## config.mk

```make
export PLATFORM = sky130hd
export DESIGN_NAME = dfr_disp_fifo
export DESIGN_NICKNAME = d
export VERILOG_FILES = /design/src/rtl/dfr_pkg.sv /design/src/rtl/dfr_ptr_ctrl.sv /design/src/rtl/dfr_word_store.sv /design/src/rtl/dfr_req_decode.sv /design/src/rtl/dfr_disp_fifo.sv
export SDC_FILE = /design/constraint.sdc
export NUM_CORES = 1
export LEC_CHECK = 0
export BUFFER_PORTS_ARGS = -buffer_cell sky130_fd_sc_hd__buf_2
export CAP_MARGIN = 20
export CORE_MARGIN = 2
export CORE_UTILIZATION = 40
export CTS_BUF_LIST = sky130_fd_sc_hd__clkbuf_4 sky130_fd_sc_hd__clkbuf_8
export DETAILED_ROUTE_END_ITERATION = 6
export HOLD_SLACK_MARGIN = 0.08
export MAX_ROUTING_LAYER = met4
export PLACE_DENSITY = 0.67
export REMOVE_ABC_BUFFERS = 1
export SYNTH_ARGS = -nofsm -noshare
export SYNTH_HDL_FRONTEND = slang
export SYNTH_HIERARCHICAL = 1
export SYNTH_SLANG_ARGS = --single-unit
```

## constraint.sdc

```tcl
create_clock -name clk -period 5.2 [get_ports clk]
set_clock_uncertainty 0.2 [all_clocks]
set_input_delay 0 -clock clk [delete_from_list [all_inputs] [get_ports clk]]
set_output_delay 0 -clock clk [all_outputs]
set_load 0.1 [all_outputs]
```

## src/rtl/dfr_pkg.sv

```systemverilog
`timescale 1ns/1ps
package dfr_pkg;

    // Level that mem_req takes when a refill is requested
    typedef enum logic {
        REQ_ACT_LOW  = 1'b0,
        REQ_ACT_HIGH = 1'b1
    } req_pol_e;

endpackage

```

## src/rtl/dfr_ptr_ctrl.sv

```systemverilog
`timescale 1ns/1ps
module dfr_ptr_ctrl #(
    parameter int PTR_W = 4,
    parameter int BURST = 4
) (
    input  logic             clk,
    input  logic             rst_n,
    input  logic             push_i,
    input  logic             pop_i,
    output logic [PTR_W-1:0] wr_ptr_o,
    output logic [PTR_W-1:0] rd_ptr_o,
    output logic             push_ok_o,
    output logic             pop_ok_o
);
    localparam int DEPTH    = 1 << PTR_W;
    localparam int FILL_MAX = DEPTH - BURST;
    localparam logic [PTR_W-1:0] FILL_LIM = PTR_W'(FILL_MAX);
    localparam logic [PTR_W-1:0] ONE      = PTR_W'(1);

    typedef struct packed {
        logic [PTR_W-1:0] wr;
        logic [PTR_W-1:0] rd;
    } ptr_s;

    ptr_s             st_d, st_q;
    logic [PTR_W-1:0] level;
    logic             push_ok, pop_ok;

    always_comb begin
        level   = st_q.wr - st_q.rd;
        push_ok = push_i && (level < FILL_LIM);
        pop_ok  = pop_i && (level != '0);
        st_d    = st_q;
        if (push_ok) st_d.wr = st_q.wr + ONE;
        if (pop_ok)  st_d.rd = st_q.rd + ONE;
    end

    always_ff @(posedge clk or negedge rst_n) begin
        if (!rst_n) st_q <= '0;
        else        st_q <= st_d;
    end

    assign wr_ptr_o  = st_q.wr;
    assign rd_ptr_o  = st_q.rd;
    assign push_ok_o = push_ok;
    assign pop_ok_o  = pop_ok;

    // occupancy never exceeds the discard threshold
    assert_no_overflow_R6: assert property (@(posedge clk) disable iff (!rst_n)
        (level <= FILL_LIM));

    // the read counter moves by at most one step per cycle
    assert_rd_step_R1: assert property (@(posedge clk) disable iff (!rst_n)
        (st_q.rd == $past(st_q.rd)) || (st_q.rd == $past(st_q.rd) + ONE));

    // a pop on an empty FIFO leaves the read counter alone
    assert_empty_pop_R7: assert property (@(posedge clk) disable iff (!rst_n)
        (pop_i && (level == '0)) |=> (st_q.rd == $past(st_q.rd)));

endmodule

```

## src/rtl/dfr_word_store.sv

```systemverilog
`timescale 1ns/1ps
module dfr_word_store #(
    parameter int DATA_W = 16,
    parameter int PTR_W  = 4
) (
    input  logic              clk,
    input  logic              rst_n,
    input  logic              wr_en_i,
    input  logic [PTR_W-1:0]  wr_idx_i,
    input  logic [DATA_W-1:0] wr_data_i,
    input  logic              rd_en_i,
    input  logic [PTR_W-1:0]  rd_idx_i,
    output logic [DATA_W-1:0] rd_data_o,
    output logic              rd_valid_o
);
    localparam int DEPTH = 1 << PTR_W;

    typedef struct packed {
        logic [DATA_W-1:0] data;
        logic              valid;
    } out_s;

    logic [DATA_W-1:0] mem_d [DEPTH];
    logic [DATA_W-1:0] mem_q [DEPTH];
    out_s              out_d, out_q;

    always_comb begin
        for (int i = 0; i < DEPTH; i++) begin
            mem_d[i] = mem_q[i];
        end
        if (wr_en_i) mem_d[wr_idx_i] = wr_data_i;
        out_d.valid = rd_en_i;
        out_d.data  = rd_en_i ? mem_q[rd_idx_i] : out_q.data;
    end

    always_ff @(posedge clk or negedge rst_n) begin
        if (!rst_n) begin
            for (int i = 0; i < DEPTH; i++) begin
                mem_q[i] <= '0;
            end
            out_q <= '0;
        end else begin
            for (int i = 0; i < DEPTH; i++) begin
                mem_q[i] <= mem_d[i];
            end
            out_q <= out_d;
        end
    end

    assign rd_data_o  = out_q.data;
    assign rd_valid_o = out_q.valid;

    // a same-cycle write and read never target the same slot
    assert_no_slot_clash_R9: assert property (@(posedge clk) disable iff (!rst_n)
        !(wr_en_i && rd_en_i && (wr_idx_i == rd_idx_i)));

endmodule

```

## src/rtl/dfr_req_decode.sv

```systemverilog
`timescale 1ns/1ps
module dfr_req_decode #(
    parameter int PTR_W = 4,
    parameter int BURST = 4
) (
    input  logic [PTR_W-1:0] wr_ptr_i,
    input  logic [PTR_W-1:0] rd_ptr_i,
    output logic             req_o
);
    localparam int GRP_BITS  = $clog2(BURST);
    localparam int MAX_AHEAD = (1 << PTR_W) - 2 * BURST;
    localparam logic [PTR_W-1:0] AHEAD_LIM = PTR_W'(MAX_AHEAD);

    logic [PTR_W-1:0] ahead;
    logic             wr_grp, rd_grp;

    always_comb begin
        ahead  = wr_ptr_i - rd_ptr_i;
        wr_grp = (wr_ptr_i[GRP_BITS-1:0] == '0);
        rd_grp = (rd_ptr_i[GRP_BITS-1:0] == '0);
        req_o  = wr_grp && rd_grp && (ahead <= AHEAD_LIM);
    end

endmodule

```

## src/rtl/dfr_disp_fifo.sv

```systemverilog
`timescale 1ns/1ps
module dfr_disp_fifo
    import dfr_pkg::*;
#(
    parameter int       DATA_W  = 16,
    parameter int       PTR_W   = 4,
    parameter int       BURST   = 4,
    parameter req_pol_e REQ_POL = REQ_ACT_HIGH
) (
    input  logic              clk,
    input  logic              rst_n,
    output logic              mem_req,
    input  logic              fill_valid,
    input  logic [DATA_W-1:0] fill_data,
    input  logic              pix_pop,
    output logic [DATA_W-1:0] pix_data,
    output logic              pix_valid
);
    localparam int GRP_BITS = $clog2(BURST);

    typedef struct packed {
        logic req;
    } top_s;

    top_s             st_d, st_q;
    logic [PTR_W-1:0] wr_ptr, rd_ptr;
    logic             push_ok, pop_ok, req_raw;

    dfr_ptr_ctrl #(.PTR_W(PTR_W), .BURST(BURST)) u_ptr (
        .clk       (clk),
        .rst_n     (rst_n),
        .push_i    (fill_valid),
        .pop_i     (pix_pop),
        .wr_ptr_o  (wr_ptr),
        .rd_ptr_o  (rd_ptr),
        .push_ok_o (push_ok),
        .pop_ok_o  (pop_ok)
    );

    dfr_word_store #(.DATA_W(DATA_W), .PTR_W(PTR_W)) u_store (
        .clk        (clk),
        .rst_n      (rst_n),
        .wr_en_i    (push_ok),
        .wr_idx_i   (wr_ptr),
        .wr_data_i  (fill_data),
        .rd_en_i    (pop_ok),
        .rd_idx_i   (rd_ptr),
        .rd_data_o  (pix_data),
        .rd_valid_o (pix_valid)
    );

    dfr_req_decode #(.PTR_W(PTR_W), .BURST(BURST)) u_dec (
        .wr_ptr_i (wr_ptr),
        .rd_ptr_i (rd_ptr),
        .req_o    (req_raw)
    );

    always_comb begin
        st_d     = st_q;
        st_d.req = req_raw;
    end

    always_ff @(posedge clk or negedge rst_n) begin
        if (!rst_n) st_q <= '0;
        else        st_q <= st_d;
    end

    generate
        if (REQ_POL == REQ_ACT_HIGH) begin : g_pol_high
            assign mem_req = st_q.req;
        end else begin : g_pol_low
            assign mem_req = ~st_q.req;
        end
    endgenerate

    // a registered request only follows group-aligned counters
    assert_req_aligned_R2: assert property (@(posedge clk) disable iff (!rst_n)
        st_q.req |-> (($past(wr_ptr[GRP_BITS-1:0]) == '0) &&
                      ($past(rd_ptr[GRP_BITS-1:0]) == '0)));

endmodule

```

# ---- Yosys cells after proc, flatten, opt, wreduce, memory -nomap -nowiden
# Cells that the tools add are included.
# Widths: inputs -> output; s select.
dict set report totals {
  mem_count 0
  mem_bits_ro 0
  reg_bits 282
  input_bits 20
  wordCells 45
  ram_bits 0
  latch_bits 0
}
dict set report classes {
  eq_ne 0
  div 0
  add_sub_neg 3
  n_mul 0
  magnitude_cmp 5
  n_bitwise 2
  shift 0
  n_reduce_logical 8
  n_mux 6
}
# op n
set ops {}
lappend ops {{$bwmux 256} 1}
lappend ops {{$bmux 16 s4} 1}
lappend ops {{$demux 16 s4} 1}
lappend ops {{$mux 16} 3}
lappend ops {{$ge 5x5->1 const B} 2}
lappend ops {{$not 4->5} 2}
lappend ops {{$add 4x1->4 const B} 2}
lappend ops {{$logic_and 1x1->1} 5}
lappend ops {{$lt 5x1->1 const B} 1}
lappend ops {{$le 4x4->1 const B} 1}
lappend ops {{$logic_not 2->1} 2}
lappend ops {{$lt 4x4->1 const B} 1}
lappend ops {{$reduce_bool 4->1} 1}
lappend ops {{$sub 4x4->4} 1}

# ---- Longest topological paths before layout
# Gate-level depths: netlist (run 1).
dict set report logic_depth {
  word_depth 6
  ltp_mapped 12
}

# ---- Cells and area by module
# Netlist (run 1), hierarchy kept.
# module seq_area_each_um2 area_per_inst_um2 instances cells_each
set by_module_without_submodules {}
lappend by_module_without_submodules {dfr_word_store 6831.6 12303.0 1 749}
lappend by_module_without_submodules {dfr_ptr_ctrl 200.2 601.8 1 60}
lappend by_module_without_submodules {dfr_req_decode 0.0 151.4 1 18}
lappend by_module_without_submodules {dfr_disp_fifo 25.0 25.0 1 1}

# ---- Worst setup path after synthesis (run 1)
# Ideal clock, no wire load.
dict set report synth_timing {
  path_type {register -> register}
  from {register u_ptr.st_q, in the netlist u_ptr/wr_ptr_o[0]}
  to {register u_store/mem_q[229] in the netlist's numbering}
  synth_period_minus_slack_ns 3.228
  slack_ns 1.972
  t_required_ns 4.875
  n_path_buf 2
  setup_time_ns 0.125
  stages_incl_launch_ff 12
  arrival_time_ns 2.903
  path_cell_list {dfrtp_1 > inv_1 > ha_1 > fa_1 > xor2_1 > or4_1 > and4_4 > nand2b_2 > or3_1 > buf_2 > buf_6 > mux2_4}
}
dict set report synth_via {
  elab_cells_between_ends 10
  cone_classes {add/sub (1); order compare (3); mux (3); bitwise (1); reduce/logical (2)}
}
# element line
set synth_lines {}
lappend synth_lines {{start, declared} dfr_ptr_ctrl.sv:25} ;# ptr_s st_d, st_q;
lappend synth_lines {{start signal, assigned} dfr_ptr_ctrl.sv:40} ;# else st_q <= st_d;
lappend synth_lines {{$sub 4x4->4} dfr_ptr_ctrl.sv:30} ;# level = st_q.wr - st_q.rd;
lappend synth_lines {{$lt 4x4->1} dfr_ptr_ctrl.sv:31} ;# push_ok = push_i && (level < FILL_LIM);
lappend synth_lines {{$logic_and 1x1->1} dfr_ptr_ctrl.sv:31}
lappend synth_lines {{net push_ok} dfr_disp_fifo.sv:27} ;# logic push_ok, pop_ok, req_raw;
lappend synth_lines {{end signal, assigned by index} dfr_word_store.sv:44} ;# mem_q[i] <= mem_d[i];
lappend synth_lines {{end, declared} dfr_word_store.sv:24} ;# logic [DATA_W-1:0] mem_q [DEPTH];
# The timed path passes the listed nets, and every way through them passes these cells.
# A chain may end at the register's enable or synchronous reset.

# ---- Final worst setup path (run 1)
dict set report layout_timing {
  from {register u_ptr.st_q, in the netlist u_ptr/wr_ptr_o[0]}
  to {register u_store/mem_q[191] in the netlist's numbering}
}
# The elaborated chain is that of the path after synthesis.

==> summary.md, run 1 <==
| Metric | Value |
|---|---|
| Fmax | 236 MHz |
| Worst Setup End Kind | register |
| Seq cells post-synth | 282 |
| Max cap viols | 0 |
| Grt ovf | 0 |
| Worst Hold Class | in2reg |
| Dpl hpwl | 17.3 mm |
| Setup bufs post-CTS | 0 |
| Tcrit/Tclk final | 0.815 |
| Largest net degree at the start of global routing | 133 |
| Critical Path Max Stage Delay | 730 ps |
| Core Rows | 66 |
| Share of layout cells above drive strength 1 | 0.518 |
| CP Class | reg2reg |
| Synth Area in Compound Gates | 0.0275 |
| First-pass GRT wire length | 47.3 mm |
| Num CTS Buffers | 49 |
| I/O pin cnt | 38 |
| Synth Area per Inst | 15.8 um^2 |
| Register area share after synthesis | 0.539 |
| Critical-path cell list | inv_1 > ha_1 > fa_1 > xor2_1 > or4_1 > and4_4 > nand2b_2 > or3_1 > buf_4 > mux2_2 |
| Clk_lat worst skew | 570 ps |
| Post-Synth Simple-Gate Area | 0.0327 |
| H-tree levels | 2 |
| DRC Markers | 0 |
| Critical-path top delay cell | dfrtp_1 |
| Post-synthesis cell area | 13100 um^2 |
| Post-synthesis mux area share | 0.351 |
| P&R area growth vs syn | 14.3% |
| Slew @ Worst Pin | 1160 ps |
| Setup TNS | 0 ps |
| Leak | 6.60 nW |
| # nets final | 924 |
| Leading area contributor after synthesis | dfrtp_1 |
| Final setup viols | 0 |
| Status | complete, no violations |
| EDFF count, synth | 0 |
| TritonRoute pass-1 iters | 4 |
| Global-route usage over all layers | 0.187 |
| Final Hold Viols | 0 |
| CP delay by family, top | simple AND/OR/NAND/NOR gates |
| Routed vias | 7374 |
| Root Buffer Master | clkbuf_8 |
| WP data required | 5460 ps |
| CTS tree | yes |
| Initial Utilization | 0.404 |
| Final ANT Viol Nets | 0 |
| Core area | 32400 um^2 |
| ANT cells | 0 |
| Crit path DAT | 4490 ps |
| Unrepaired setup endpoints after global routing | no |
| Largest cells by area after synthesis | dfrtp_1 (54%), mux2_2 (19%), mux4_2 (11%) |
| Slew HR | 0.228 |
| Max Slew Vio Count | 0 |
| Die Ht | 185 um |
| Clock transition at path regs | 60 ps |
| Adder-Cell Fraction of Synth Area | 0.0107 |
| Clk sinks | 282 |
| Largest family of logic cells by synthesized area | multiplexers |
| Peak VDD IR | 0.000288 V |
| Post-cts resize count | 0 |
| PortBufs | 37 |
| Vias in the first global route | 8012 |
| Top cell type's share of synthesized area | 0.539 |
| Final cell count without fillers | 1375 |
| Cells after Synth | 828 |
| Gpl congestion | 0.766 |
| Worst Path Max Fanout | 12 |
| Initial drt markers | 480 |
| Final WL | 29.4 mm |
| Buf/Inv on CP | 2 |
| Synth Flop Type | dfrtp_1 |
| Power Dens Cells | 685 nW/um^2 |
| Vias/cell | 5.36 |
| WL per Instance | 21.4 um |
| XOR/XNOR Fraction of Synth Area | 0.00736 |
| Die X | 185 um |
| CP Launch Type | register |
| Synth warn | 6 |
| Final Critical Period | 4240 ps |
| Cell total after placement | 1264 |
| Clk buf depth | 3 |
| Asr flop ratio synth | 1.00 |
| Antenna violations before repair | 0 |
| Die area | 34200 um^2 |
| Netlist cell types | 53 |
==> power breakdown <==
part	switching [mW]	total, mW	leakage (nW)	internal [mW]
logic	2.16	4.28	2.50	2.13
registers	0.610	3.83	3.53	3.22
clock network	0.897	2.13	0.573	1.23
total	3.66	10.2	6.60	6.58
==> stage by stage <==
step | area (um^2) | hold slack, ps | setup slack (ps) | total power, mW | util
6_report | 15000 | 153 | 964 | 10.2 | 0.462
3_5_place_dp | 13700 | -128 | 981 | 8.16 | 0.422
4_1_cts | 15000 | 128 | 1000 | 10.3 | 0.462
5_1_grt | 15000 | 151 | 758 | 10.9 | 0.462
3_3_place_gp | 13700 | -129 | 1070 | 8.04 | 0.422
2_1_floorplan | 12700 | -496 | 215 | 7.09 | -
==> flip-flops by register name (all words and copies together) (netlist names) <==
register / flops
u_store/mem_q: 256
u_store/rd_data_o: 16
u_ptr/rd_ptr_o: 4
u_ptr/wr_ptr_o: 4
mem_req: 1
u_store/rd_valid_o: 1
==> cell type report <==
cell class,count,area [um^2]
fill,2885,17400
sequential,282,7070
multi-input combinational,471,5640
clock buffer,79,968
timing repair buffer,81,608
tap,442,553
clock inverter,11,83.8
inverter,9,33.8
==> path summary, 6_finish.rpt <==
path	slack, ps	endpoint	startpoint	depth (start not counted)
setup / recovery	960	u_store/mem_q[191]	u_ptr/wr_ptr_o[0]	10
hold / removal	150	u_ptr/rd_ptr_o[2]	pix_pop	4
setup reg to reg	960	u_store/mem_q[191]	u_ptr/wr_ptr_o[0]	10
hold reg to reg	280	u_store/mem_q[121]	u_store/mem_q[121]	1
max in group asynchronous	3650	u_ptr/rd_ptr_o[2]	rst_n	4
min in group asynchronous	370	u_store/mem_q[80]	rst_n	4
==> worst min-delay path: cells and delay by family <==
kind / cells / cell delay, ps
AO/OA/AOI/OAI: 1 / 120
buffers and inverters: 2 / 670
XOR/XNOR: 1 / 70
==> metal layers <==
| layer | GRT usage | up-vias | routed length [um] |
|---|---|---|---|
| met1 | 0.258 | 3908 | 13500 |
| met3 | 0.0315 | 53 | 1460 |
| met5 | - | - | 0 |
| met4 | 0.0508 | 0 | 651 |
| met2 | 0.290 | 174 | 13800 |
| li1 | - | 3239 | - |
==> synthesized netlist by cell type, types with 5 or more instances <==
| cell type | number |
|---|---|
| mux2_4 | 21 |
| nor2_1 | 19 |
| mux2_2 | 221 |
| inv_1 | 9 |
| buf_6 | 6 |
| ha_1 | 8 |
| a221oi_1 | 16 |
| buf_4 | 16 |
| a21oi_1 | 5 |
| mux2i_1 | 16 |
| buf_2 | 14 |
| o22ai_1 | 16 |
| xnor2_1 | 8 |
| dfrtp_1 | 282 |
| mux2_1 | 16 |
| mux4_2 | 64 |
| clkbuf_1 | 27 |
==> cells in the final DEF, fill, tap and decap left out, types with 2 or more instances in the layout <==
| master | netlist | routed |
|---|---|---|
| o31ai_1 | 3 | 3 |
| nor2b_1 | 2 | 2 |
| buf_4 | 16 | 22 |
| nor3_1 | 2 | 2 |
| dfrtp_4 | 0 | 2 |
| mux2_2 | 221 | 221 |
| nor2_2 | 4 | 6 |
| a221oi_1 | 16 | 16 |
| buf_2 | 14 | 36 |
| xnor2_1 | 8 | 8 |
| nor3_4 | 2 | 6 |
| nand3_1 | 3 | 3 |
| inv_1 | 9 | 9 |
| mux2i_1 | 16 | 16 |
| mux2_1 | 16 | 16 |
| clkbuf_4 | 0 | 19 |
| nand4_1 | 4 | 4 |
| clkinv_2 | 0 | 9 |
| nor2_1 | 19 | 17 |
| nand2b_4 | 2 | 2 |
| a21oi_1 | 5 | 5 |
| clkbuf_8 | 0 | 60 |
| nand2_1 | 3 | 3 |
| ha_1 | 8 | 8 |
| mux2_4 | 21 | 21 |
| dfrtp_1 | 282 | 279 |
| or3_1 | 2 | 2 |
| fa_1 | 2 | 2 |
| o22ai_1 | 16 | 16 |
| dlygate4sd3_1 | 0 | 20 |
| and2_1 | 2 | 2 |
| or4_1 | 2 | 2 |
| xor2_1 | 3 | 3 |
| mux4_2 | 64 | 64 |
| nand3b_1 | 3 | 3 |
==> cells by family after synthesis <==
logic type,count (synthesis)
buf+inv,75
fa+ha+maj,10
simple gates,64
flops,282
mux,338
compound gates,48
xor+xnor,11
==> what timing repair did <==
item / 4_1_cts / 5_1_grt
endpoints found under the setup margin: 0 / 0
hold endpoints to repair: 556 / 0
hold buffers: 21 / 0
Note: power is estimated with default switching activity, not from simulation.
==> run 2: changes to the inputs <==
--- a/config.mk
+++ b/config.mk
@@ -5,6 +5,7 @@
 export SDC_FILE = /design/constraint.sdc
 export NUM_CORES = 1
 export LEC_CHECK = 0
+export ABC_AREA = 1
 export BUFFER_PORTS_ARGS = -buffer_cell sky130_fd_sc_hd__buf_2
 export CAP_MARGIN = 20
 export CORE_MARGIN = 2
@@ -13,7 +14,7 @@
 export DETAILED_ROUTE_END_ITERATION = 6
 export HOLD_SLACK_MARGIN = 0.08
 export MAX_ROUTING_LAYER = met4
-export PLACE_DENSITY = 0.67
+export PLACE_DENSITY = 0.69
 export REMOVE_ABC_BUFFERS = 1
 export SYNTH_ARGS = -nofsm -noshare
 export SYNTH_HDL_FRONTEND = slang
==> constraint.sdc (replaced) <==
create_clock -name clk -period 3.55 [get_ports clk]
set_clock_uncertainty 0.2 [all_clocks]
set_input_delay 0 -clock clk [delete_from_list [all_inputs] [get_ports clk]]
set_output_delay 0 -clock clk [all_outputs]
set_load 0.1 [all_outputs]
==> run 2 against run 1 <==
Net effect:
- combinational power grew 45%
- largest cell class unchanged
- clock power grew 47%
- final cell count grew 57%
- sequential share of layout area shrank 0.26 points
- sequential cell count is the same
- design area grew 0.49%
- non-clock buffer count grew 17
- critical endpoint is now u_store/mem_q[18]
- count of clock-buffer cells in the layout grew 5
- die area grew 1.5%
- global-route usage grew 3.0 points
==> summary.md, run 2 <==
| Metric | Value |
|---|---|
| Status | complete, no violations |
| Peak VDD IR | 0.000555 V |
| Largest net degree at the start of global routing | 129 |
| Unrepaired setup endpoints after global routing | no |
| Die Ht | 186 um |
| Clk buf depth | 3 |
| Final WL | 35.2 mm |
| Worst Setup End Kind | register |
| Final Critical Period | 3060 ps |
| CTS tree | yes |
| Max Slew Vio Count | 0 |
| Max cap viols | 0 |
| Tcrit/Tclk final | 0.862 |
| Post-synthesis cell area | 13300 um^2 |
| Power Dens Cells | 978 nW/um^2 |
| Cells after Synth | 1645 |
| P&R area growth vs syn | 13.2% |
| Core area | 32600 um^2 |
| CP Launch Type | register |
| Root Buffer Master | clkbuf_8 |
| Crit path DAT | 3290 ps |
| Commonest non-fill, non-tap cell in the layout | nand2_1 |
| Num CTS Buffers | 49 |
| WP data required | 3780 ps |
| PortBufs | 37 |
| WL per Instance | 16.3 um |
| Asr flop ratio synth | 1.00 |
| Final ANT Viol Nets | 0 |
| # nets final | 1705 |
| Worst Hold Class | in2reg |
| Setup WS post-layout | 490 ps |
| Die area | 34700 um^2 |
| Final cell count without fillers | 2157 |
| Adder-Cell Fraction of Synth Area | 0.0106 |
| Slew HR | 0.307 |
| ANT cells | 0 |
| CP Class | reg2reg |
| Largest cells by area after synthesis | dfrtp_1 (53%), nand2_1 (17%), nand3_1 (7.9%) |
| Most frequent CP cell | nand2_1 |
| Synth warn | 6 |
| Pre-CTS WS | 531 ps |
| XOR/XNOR Fraction of Synth Area | 0.00264 |
| Dpl hpwl | 20.0 mm |
| Synth Area in Compound Gates | 0.0971 |
| Share of layout cells above drive strength 1 | 0.118 |
| Top cell type's share of synthesized area | 0.531 |
| Final setup viols | 0 |
| Gpl congestion | 0.818 |
| Leading area contributor after synthesis | dfrtp_1 |
| Slew @ Worst Pin | 1040 ps |
| Setup TNS | 0 ps |
| Critical-path cell list | inv_1 > ha_1 > fa_1 > nand2_1 > nand2_2 > nand3_4 > nand2_4 > inv_2 > nand2_1 > nor2_2 > nand2_1 > buf_12 > nand2_1 > o21ai_0 |
| Worst Path Max Fanout | 22 |
| I/O pin cnt | 38 |
| Grt ovf | 0 |
| Max reg flops | 256 |
| First-pass GRT wire length | 57.2 mm |
| Critical Path Max Stage Delay | 490 ps |
| EDFF count, synth | 0 |
| Initial Utilization | 0.407 |
| Clock transition at path regs | 50 ps |
| Synth Area per Inst | 8.07 um^2 |
| Core Rows | 66 |
| Commonest cells after routing, fill and taps aside | nand2_1 (585), dfrtp_1 (280), nand3_1 (209) |
| TritonRoute pass-1 iters | 5 |
| Critical-path top delay cell | dfrtp_1 |
| DRC Markers | 0 |
| Seq cells post-synth | 282 |
| Final Hold Viols | 0 |
| Clk sinks | 282 |
| Leak | 7.25 nW |
| Vias/cell | 5.17 |
| Routed vias | 11100 |
| CP delay by family, top | simple AND/OR/NAND/NOR gates |
| Placed standard-cell area | 13700 um^2 |
| Clk_lat worst skew | 580 ps |
| Largest family of logic cells by synthesized area | simple AND/OR/NAND/NOR gates |
| Buf/Inv on CP | 3 |
| Post-cts resize count | 0 |
| Netlist cell types | 27 |
| Post-Synth Simple-Gate Area | 0.293 |
| Fmax | 327 MHz |
| Synth Flop Type | dfrtp_1 |
| Layout Utilization | 0.461 |
| Final Cell Area | 15000 um^2 |
| Biggest register | u_store/mem_q |
| H-tree levels | 2 |
| Cell total after placement | 2044 |
| Global-route usage over all layers | 0.217 |
| Top-count cell post-synth | nand2_1 |
| Antenna violations before repair | 0 |
| Synth top cells by count | nand2_1 (585), dfrtp_1 (282), nand3_1 (209) |
| Initial drt markers | 966 |
| Vias in the first global route | 10700 |
| Register area share after synthesis | 0.531 |
| Die X | 186 um |
| Post-synthesis mux area share | 0 |
## run 2: cell count changes after synthesis, sizes merged, moves of 35 or more
cell / delta
nand2: +592
mux2: -258
nand3: +211
o21ai: +160
a21oi: +92
nor2: +91
mux4: -64
inv: +37
buf: +35
## run 2: logic make-up after synthesis
logic type | Yosys count
buffers and inverters | 165
and+or+nand+nor | 927
adders and majority gates | 10
DFF | 282
AOI/OAI and AO/OA | 257
xor gates and xnor gates | 4
## run 2: path summary, 6_finish.rpt
kind,slack (ps),to,startpoint,cells after the start
max in group asynchronous,1810,u_store/mem_q[230],rst_n,4
min reg2reg,270,u_store/rd_data_o[5],u_store/rd_data_o[5],2
max reg2reg,490,u_store/mem_q[18],u_ptr/wr_ptr_o[0],14
max,490,u_store/mem_q[18],u_ptr/wr_ptr_o[0],14
min in group asynchronous,380,u_store/mem_q[204],rst_n,3
min,110,u_ptr/wr_ptr_o[2],fill_valid,4
## run 2: area by class of cell
type	count	area (um^2)
Fill cell	3268	17600
Sequential cell	282	7060
Multi-Input combinational cell	1198	5360
Clock buffer	84	1020
Timing Repair Buffer	98	808
Tap cell	442	553
Inverter	46	175
Clock inverter	7	45.0
## run 2: stage by stage
stage	total power, mW	hold slack [ps]
2_1_floorplan	9.76	-496
3_3_place_gp	11.4	-68.3
3_5_place_dp	11.6	-69.3
4_1_cts	14.8	93.7
5_1_grt	15.9	130
6_report	14.7	113
## run 2: worst min-delay path, stage by stage
cell and delay, ps:
dlygate4sd3_1 540, buf_2 170, nand3_1 90, nand2_1 50
## run 2: repair_timing
item | CTS | global route
hold buffers | 22 | 0
endpoints found under the hold margin | 563 | 0
setup buffers | 0 | 0
## run 2: power by group
| part | total (mW) | switching, mW | internal [mW] | leakage, nW |
|---|---|---|---|---|
| combinational | 6.19 | 4.25 | 1.95 | 3.05 |
| clock | 3.14 | 1.32 | 1.82 | 0.580 |
| sequential | 5.36 | 0.751 | 4.61 | 3.61 |
| total | 14.7 | 6.32 | 8.37 | 7.25 |
## run 2: routing by layer
layer / track usage / share of wire
met5: - / 0
met4: 0.0683 / 0.023
met3: 0.0382 / 0.070
met2: 0.341 / 0.46
met1: 0.289 / 0.44
==> run 3: changes to the inputs <==
--- a/config.mk
+++ b/config.mk
@@ -8,15 +8,18 @@
 export ABC_AREA = 1
 export BUFFER_PORTS_ARGS = -buffer_cell sky130_fd_sc_hd__buf_2
 export CAP_MARGIN = 20
+export CELL_PAD_IN_SITES_DETAIL_PLACEMENT = 0
+export CELL_PAD_IN_SITES_GLOBAL_PLACEMENT = 1
 export CORE_MARGIN = 2
 export CORE_UTILIZATION = 40
 export CTS_BUF_LIST = sky130_fd_sc_hd__clkbuf_4 sky130_fd_sc_hd__clkbuf_8
 export DETAILED_ROUTE_END_ITERATION = 6
 export HOLD_SLACK_MARGIN = 0.08
 export MAX_ROUTING_LAYER = met4
-export PLACE_DENSITY = 0.69
+export PLACE_DENSITY = 0.84
 export REMOVE_ABC_BUFFERS = 1
 export SYNTH_ARGS = -nofsm -noshare
 export SYNTH_HDL_FRONTEND = slang
 export SYNTH_HIERARCHICAL = 1
 export SYNTH_SLANG_ARGS = --single-unit
+export TNS_END_PERCENT = 1
==> run 3 against run 2 <==
Net effect:
- non-clock buffer count increased by 4
- total power rose by 1.7%
- maximum frequency is 2.6% higher
- design area increased by 0.68%
- clock power is 4% higher
- via count fell by 1.3%
- critical path type unchanged
- critical endpoint is now u_store/rd_data_o[4]
==> summary.md, run 3 (synthesis gave the netlist of run 2 again) <==
| Metric | Value |
|---|---|
| Worst Path Max Fanout | 84 |
| Grt ovf | 0 |
| Initial Utilization | 0.407 |
| Worst Hold Class | in2reg |
| ANT cells | 0 |
| Core Rows | 66 |
| RR Startpoint | u_ptr/rd_ptr_o[0] |
| Peak VDD IR | 0.000503 V |
| Die area | 34700 um^2 |
| Num CTS Buffers | 49 |
| Commonest non-fill, non-tap cell in the layout | nand2_1 |
| Slew @ Worst Pin | 995 ps |
| Status | complete, no violations |
| First-pass GRT wire length | 58.8 mm |
| Global-route usage over all layers | 0.225 |
| CP Launch Type | register |
| Share of layout cells above drive strength 1 | 0.120 |
| Die X | 186 um |
| Clk sinks | 282 |
| P&R area growth vs syn | 13.9% |
| Commonest cells after routing, fill and taps aside | nand2_1 (585), dfrtp_1 (280), nand3_1 (209) |
| Clock transition at path regs | 60 ps |
| Routed vias | 11000 |
| Final ANT Viol Nets | 0 |
| Hold depth | 4 |
| Power Dens Cells | 987 nW/um^2 |
| Crit path DAT | 3290 ps |
| Met3 usage | 0.0321 |
| Tcrit/Tclk final | 0.840 |
| Post-cts resize count | 0 |
| Met2 capacity usage during global routing | 0.379 |
| Core area | 32600 um^2 |
| Setup TNS | 0 ps |
| Fillers | 3213 |
| Root Buffer Master | clkbuf_8 |
| WHS | 99.5 ps |
| Biggest register | u_store/mem_q |
| Met1 usage | 0.288 |
| Leak | 7.28 nW |
| HP Start | pix_pop |
| Placed standard-cell area | 13800 um^2 |
| Vias in the first global route | 10600 |
| Fmax | 335 MHz |
| Min-Delay Endpoint | u_ptr/rd_ptr_o[2] |
| # nets final | 1709 |
| H-tree levels | 2 |
| Final Cell Area | 15100 um^2 |
| WL per Instance | 16.9 um |
| PortBufs | 37 |
| Final Critical Period | 2980 ps |
| WP data required | 3860 ps |
| CP Class | reg2reg |
| Max Slew Vio Count | 0 |
| I/O pin cnt | 38 |
| Clk_lat worst skew | 580 ps |
| Final Power | 14.9 mW |
| Cts hold-fix bufs | 23 |
| Antenna violations before repair | 0 |
| TritonRoute pass-1 iters | 5 |
| Worst Setup End Kind | register |
| Slew HR | 0.337 |
| R2R Path End | u_store/rd_data_o[4] |
| Vias/cell | 5.09 |
| Largest net degree at the start of global routing | 89 |
| R2R Setup Slk | 570 ps |
| Clk buf depth | 3 |
| Final WL | 36.5 mm |
| Final setup viols | 0 |
| Gpl congestion | 0.853 |
| Setup bufs post-CTS | 0 |
| Initial drt markers | 920 |
| Die Ht | 186 um |
| DRC Markers | 0 |
| Dpl hpwl | 20.4 mm |
| GR peak layer | met2 |
| Unrepaired setup endpoints after global routing | no |
| CTS tree | yes |
| Final Hold Viols | 0 |
| Max reg flops | 256 |
| Max cap viols | 0 |
| Worst reg2reg path depth | 10 |
==> run 3: worst max path at each step <==
stage	startpoint	end	slack (ps)	cells after the start
global route	u_ptr/wr_ptr_o[0]	u_store/mem_q[5]	340	14
CTS	u_ptr/wr_ptr_o[0]	u_store/mem_q[171]	620	13
finish	u_ptr/rd_ptr_o[0]	u_store/rd_data_o[4]	570	10
global placement	u_ptr/wr_ptr_o[0]	u_store/mem_q[171]	700	13
detailed placement	u_ptr/wr_ptr_o[0]	u_store/mem_q[171]	630	13
floorplan	u_ptr/rd_ptr_o[0]	u_store/rd_data_o[0]	-1160	9
==> run 3: worst max-delay path, cell delays in order (launching register included) <==
cell and delay [ps]:
dfrtp_4 430, buf_4 520, buf_4 880, nand2_1 150
nand3_1 130, nand3_1 80, nand2_1 100, nand2_1 50
nand2_1 140, nand2_1 60, nand2_1 70
==> run 3: layout make-up <==
class                      instances  area [um^2]  area share
sequential                       282         7060       0.467
multi-input combinational       1198         5360       0.354
clock buffer                      82         1030      0.0684
timing repair buffer             102          866      0.0572
tap                              442          553      0.0366
inverter                          46          175      0.0116
clock inverter                     9         80.1     0.00529
==> run 3: per-stage QoR <==
stage	worst slack, ps	util	std cells
floorplan	-1160	-	1526
global placement	697	0.421	2046
detailed placement	629	0.422	2047
CTS	618	0.464	2161
global route	341	0.464	2161
finish	567	0.464	2161
==> run 3: power by group <==
group	switching [mW]	internal, mW
clock	1.36	1.91
combinational	4.29	2.01
sequential	0.761	4.60
total	6.41	8.52
==> run 3: layer usage <==
layer / up-vias / share of wire
met2: 276 / 0.48
met4: 0 / 0.020
met3: 59 / 0.052
met1: 5263 / 0.44
li1: 5403 / -
met5: - / 0
